<file path="config.mk">
export PLATFORM = sky130hd
export DESIGN_NAME = char_stream_fetch
export DESIGN_NICKNAME = d
export VERILOG_FILES = /design/src/rtl/csf_pkg.sv /design/src/rtl/csf_byte_pick.sv /design/src/rtl/csf_desc_update.sv /design/src/rtl/char_stream_fetch.sv
export SDC_FILE = /design/constraint.sdc
export NUM_CORES = 1
export LEC_CHECK = 0
export BUFFER_PORTS_ARGS = -buffer_cell sky130_fd_sc_hd__buf_2
export CORE_ASPECT_RATIO = 0.5
export CORE_UTILIZATION = 42
export DETAILED_ROUTE_END_ITERATION = 7
export PLACE_DENSITY = 0.7
export REMOVE_ABC_BUFFERS = 1
export SLEW_MARGIN = 15
export SYNTH_ARGS = -nofsm -noshare
export SYNTH_HDL_FRONTEND = slang
export SYNTH_SLANG_ARGS = --single-unit
</file>
<file path="constraint.sdc">
create_clock -name clk_i -period 3 [get_ports clk_i]
set_input_delay 0.75 -clock clk_i [delete_from_list [all_inputs] [get_ports clk_i]]
set_output_delay 0.75 -clock clk_i [all_outputs]
set_load 0.02 [all_outputs]
</file>
<file path="src/rtl/csf_pkg.sv">
package csf_pkg;
  typedef enum logic [2:0] {
    S_IDLE, S_RD0, S_RD1, S_CHK, S_RDD, S_WR0, S_WR1, S_FIN
  } csf_state_e;
endpackage

</file>
<file path="src/rtl/csf_byte_pick.sv">
module csf_byte_pick #(
  parameter int DW = 16
) (
  input  logic [DW-1:0] word_i,
  input  logic          low_i,
  input  logic          fold_i,
  output logic [DW-1:0] char_o
);
  localparam int BW = DW / 2;
  localparam logic [BW-1:0] LO_A  = BW'(8'h61);
  localparam logic [BW-1:0] LO_Z  = BW'(8'h7A);
  localparam logic [BW-1:0] DELTA = BW'(8'h20);

  logic [BW-1:0] byte_sel, byte_out;

  always_comb begin
    byte_sel = low_i ? word_i[BW-1:0] : word_i[DW-1:BW];
    byte_out = byte_sel;
    if (fold_i && byte_sel >= LO_A && byte_sel <= LO_Z) byte_out = byte_sel - DELTA;
    char_o = {{(DW-BW){1'b0}}, byte_out};
  end
endmodule

</file>
<file path="src/rtl/csf_desc_update.sv">
module csf_desc_update #(
  parameter int DW = 16
) (
  input  logic [DW-1:0] desc0_i,
  input  logic [DW-1:0] waddr_i,
  output logic [DW-1:0] desc0_o,
  output logic [DW-1:0] waddr_o,
  output logic          empty_o
);
  localparam int CW = DW - 1;
  // single add: count-1 and flag toggle together
  localparam logic [DW-1:0] STEP = {1'b0, {CW{1'b1}}};

  assign desc0_o = desc0_i + STEP;
  assign waddr_o = waddr_i + DW'(1);
  assign empty_o = (desc0_i[CW-1:0] == '0);
endmodule

</file>
<file path="src/rtl/char_stream_fetch.sv">
module char_stream_fetch
  import csf_pkg::*;
#(
  parameter int AW = 16,
  parameter int DW = 16
) (
  input  logic          clk_i,
  input  logic          rst_ni,
  input  logic          start_i,
  input  logic [AW-1:0] base_addr_i,
  input  logic          fold_i,
  output logic          done_o,
  output logic          exhausted_o,
  output logic [DW-1:0] char_o,
  output logic          mem_req_o,
  output logic          mem_we_o,
  output logic [AW-1:0] mem_addr_o,
  output logic [DW-1:0] mem_wdata_o,
  input  logic [DW-1:0] mem_rdata_i
);
  localparam int FLAG = DW - 1;

  csf_state_e    state_q;
  logic [AW-1:0] base_q;
  logic          fold_q, exh_q;
  logic [DW-1:0] desc0_q, waddr_q, char_q;
  logic [DW-1:0] desc0_nx, waddr_nx, pick;
  logic          empty;

  csf_desc_update #(.DW(DW)) i_upd (
    .desc0_i(desc0_q), .waddr_i(waddr_q),
    .desc0_o(desc0_nx), .waddr_o(waddr_nx), .empty_o(empty)
  );

  csf_byte_pick #(.DW(DW)) i_pick (
    .word_i(mem_rdata_i), .low_i(desc0_q[FLAG]), .fold_i(fold_q), .char_o(pick)
  );

  always_ff @(posedge clk_i or negedge rst_ni) begin
    if (!rst_ni) begin
      state_q <= S_IDLE;
      base_q  <= '0;
      fold_q  <= 1'b0;
      exh_q   <= 1'b0;
      desc0_q <= '0;
      waddr_q <= '0;
      char_q  <= '0;
    end else begin
      unique case (state_q)
        S_IDLE: if (start_i) begin
          base_q  <= base_addr_i;
          fold_q  <= fold_i;
          state_q <= S_RD0;
        end
        S_RD0: state_q <= S_RD1;
        S_RD1: begin
          desc0_q <= mem_rdata_i;
          state_q <= S_CHK;
        end
        S_CHK: begin
          waddr_q <= mem_rdata_i;
          if (empty) begin
            exh_q   <= 1'b1;
            char_q  <= '0;
            state_q <= S_FIN;
          end else begin
            exh_q   <= 1'b0;
            state_q <= S_RDD;
          end
        end
        S_RDD: state_q <= S_WR0;
        S_WR0: begin
          char_q  <= pick;
          state_q <= desc0_q[FLAG] ? S_WR1 : S_FIN;
        end
        S_WR1: state_q <= S_FIN;
        S_FIN: state_q <= S_IDLE;
        default: state_q <= S_IDLE;
      endcase
    end
  end

  always_comb begin
    mem_req_o   = 1'b0;
    mem_we_o    = 1'b0;
    mem_addr_o  = base_q;
    mem_wdata_o = '0;
    unique case (state_q)
      S_RD0: mem_req_o = 1'b1;
      S_RD1: begin
        mem_req_o  = 1'b1;
        mem_addr_o = base_q + AW'(1);
      end
      S_RDD: begin
        mem_req_o  = 1'b1;
        mem_addr_o = waddr_q[AW-1:0];
      end
      S_WR0: begin
        mem_req_o   = 1'b1;
        mem_we_o    = 1'b1;
        mem_wdata_o = desc0_nx;
      end
      S_WR1: begin
        mem_req_o   = 1'b1;
        mem_we_o    = 1'b1;
        mem_addr_o  = base_q + AW'(1);
        mem_wdata_o = waddr_nx;
      end
      default: ;
    endcase
  end

  assign done_o      = (state_q == S_FIN);
  assign exhausted_o = exh_q;
  assign char_o      = char_q;
endmodule

</file>
==> results.json <==
{
  "max_stage_delay_ps": 490,
  "slew_violations": 0,
  "gp_congestion": 0.8880,
  "synth-seq-area-share_pct": 38.61,
  "synth_cells": 417,
  "drive_gt1_share_pct": 34.78,
  "reg2reg_slack_ps": 800,
  "end_kind": "primary output",
  "crit_path_start_kind": "flip-flop",
  "slew_headroom_pct": 43.68,
  "multi_input_area_um2": 2287,
  "critPathKind": "reg -> out",
  "area.sequential_um2": 1529,
  "outcome": "finished with violations",
  "hold_buffers": 0,
  "violations": "design-rule violations",
  "via_per_inst": 5.899,
  "antenna_found_initial": 0,
  "finalPower_uw": 5973,
  "rsz0062_at_grt": "true",
  "ys_types": 57,
  "die_height_um": 70.61,
  "drt_wl_total_um": 11070,
  "postRouteAntennaNets": 0,
  "track_usage_pct": 24.01,
  "netlist_area_um2": 3954,
  "clockBufferDepth": 2,
  "hold_viol_final": 0,
  "power_density_nw_per_um2": 1231,
  "cts.sinks": 61,
  "hold_slack_ps": 425.6,
  "cp.required_ps": 2250,
  "clk_pin_slew_ps": 50,
  "drc": 6,
  "instances_no_fill": 623,
  "cp_cell_sequence": "nor4_4 -> buf_4 -> nand4_4 -> or4b_1 -> o211ai_1 -> buf_4",
  "maxCapViolCount": 0,
  "synth_edf_count": 0,
  "cp_max_fo": 7,
  "path_common_cell": "buf_4",
  "ys.flop_type": "dfrtp_1",
  "nNetsFinal": 541,
  "hpwl_um": 7845,
  "dr.pass1.iters": 7,
  "areaGrowthSynthToFinish_pct": 22.69,
  "grt_pass1_wl_um": 18130,
  "drt_iter0_drc": 449,
  "cts.htree.levels": 3,
  "clock_latency_ps": 330,
  "synthTopCellsByArea": "dfrtp_1 39%, mux2_2 13%, o22ai_1 3.5%",
  "leakagePower_uw": 0.002068,
  "fin_crit_ps": 2932,
  "hold_class": "in -> async",
  "cp.arrival_ps": 2180,
  "irDropWorstVdd_mv": 0.4353,
  "std_cell_rows": 24,
  "n_fill_cell": 801,
  "syn_avg_cell_area_um2": 9.482,
  "cts_buffers": 9,
  "finalSetupViolations": 0,
  "wl_per_cell_um": 17.77,
  "die_area_um2": 9829,
  "placed_cells": 601,
  "coreArea_um2": 8919,
  "grt_pass1_vias": 3405,
  "vias": 3675,
  "diodes": 0,
  "start_util_pct": 44.33,
  "cp_slowest_cell": "or4b_1",
  "fmax_ghz": 0.3411,
  "portBuffers": 79,
  "fin_crit_sh_pct": 97.72,
  "worstMarginPinSlew_ps": 844.8,
  "netlist.area_leader.share_pct": 38.61,
  "synthArstFlopShare_pct": 100.0,
  "cts-root-buf": "clkbuf_16",
  "finClkSkew_ps": 4.195,
  "die_w_um": 139.2,
  "cts_tree": "yes",
  "postLayoutCoreUtil_pct": 54.39,
  "grt_max_degree": 62,
  "yosysWarnings": 0,
  "synth-seq-cells": 61,
  "grt_overflow": 0,
  "yosys.area.top_type": "dfrtp_1",
  "io_pins": 88
}
[registers in the layout, indices dropped and copies added (netlist names)]
signal and count:
state_q 3, base_q 16, desc0_q 16, char_o 8
exhausted_o 1, waddr_q 16, fold_q 1
[Yosys cell counts (2+ instances only)]
library cell	n
inv_2	2
mux2i_1	9
dfrtp_1	61
o22ai_1	22
a31oi_1	2
o31ai_1	4
o2bb2a_1	3
mux2_2	45
a21oi_1	22
xnor2_1	13
buf_1	8
nor2_1	25
and3_1	5
o22a_1	4
nand4_1	7
nor3_1	13
xor2_1	12
nor4_1	10
nand3_1	18
nand2_1	25
nand2b_1	5
o21ai_0	14
and2_1	2
o211ai_1	4
nor3b_1	3
o32ai_1	3
or3_1	5
nand3b_1	6
buf_4	8
o311ai_0	2
nor2b_1	2
ha_1	4
clkbuf_1	10
inv_1	9
buf_2	8
[layout make-up]
| type | instances | area share (%) |
|---|---|---|
| Multi-Input combinational cell | 318 | 47.15 |
| Sequential cell | 61 | 31.52 |
| Timing Repair Buffer | 100 | 11.71 |
| Clock buffer | 12 | 5.288 |
| Tap cell | 117 | 3.018 |
| Inverter | 11 | 0.8512 |
| Clock inverter | 4 | 0.4643 |
[report_power, final]
part           switching, uW  internal, uW  leakage (uW)
Sequential               621          1250      0.000725
Combinational           1760          1380       0.00120
Clock                    361           599      0.000138
[repair_timing]
item / in CTS / in global routing
endpoints found under the setup margin: 1 / 6
pin swaps: 0 / 2
buffers inserted: 0 / 6
gates resized for setup: 3 / 9
[critical path, delay by kind of cell (launching register included)]
kind / cells / cell delay [ps]
simple gates: 3 / 940
flops: 1 / 430
buf+inv: 2 / 360
compound gates: 1 / 130
[cells by family (layout without fill, tap and decap cells)]
group / after synthesis / in the layout / share of synthesized area [%]
flops: 61 / 61 / 38.61
xor+xnor: 25 / 25 / 5.538
other cells: 1 / 8 / 0.09485
simple gates: 136 / 136 / 18.96
buf+inv: 45 / 127 / 5.285
compound gates: 91 / 91 / 15.16
mux: 54 / 54 / 15.10
fa+ha+maj: 4 / 4 / 1.266
[layer usage]
| layer | up-vias | track usage (%) | routed length (um) |
|---|---|---|---|
| met5 | - | 0 | 0 |
| met4 | 0 | 9.136 | 263 |
| met3 | 24 | 5.281 | 909 |
| met2 | 188 | 35.35 | 4796 |
| met1 | 1753 | 34.67 | 5100 |
| li1 | 1710 | - | - |
[path summary, 6_finish.rpt]
path	startpoint	to	depth (start not counted)
max	desc0_q[3]	mem_wdata_o[14]	6
min	rst_ni	base_q[15]	2
max reg2reg	state_q[0]	base_q[2]	4
min reg2reg	exhausted_o	exhausted_o	2
max in group asynchronous	rst_ni	desc0_q[3]	2
min in group clk_i	exhausted_o	exhausted_o	2
[through the flow]
stage	worst slack [ps]	TNS, ps	instance area (um2)
global route	-87.46	-119.6	4851
global placement	270.8	0	4479
finish	68.41	0	4851
floorplan	133.9	0	3812
CTS	0.7390	0	4768
detailed placement	167.1	0	4479
[placed cells by master, fill, tap and decap left out, types with 6 or more instances in the layout]
master,synthesis,layout
conb_1,1,8
dfrtp_1,61,59
o22ai_1,22,22
xor2_1,12,12
buf_4,8,21
nand4_1,7,7
nor4_1,10,8
xnor2_1,13,13
clkbuf_16,0,9
inv_1,9,8
nand3b_1,6,6
nor2_1,25,25
o21ai_0,14,14
mux2i_1,9,9
a21oi_1,22,22
buf_2,8,78
nand3_1,18,18
nor3_1,13,11
mux2_2,45,45
nand2_1,25,25
No activity file was read; power rests on OpenSTA's default activity.
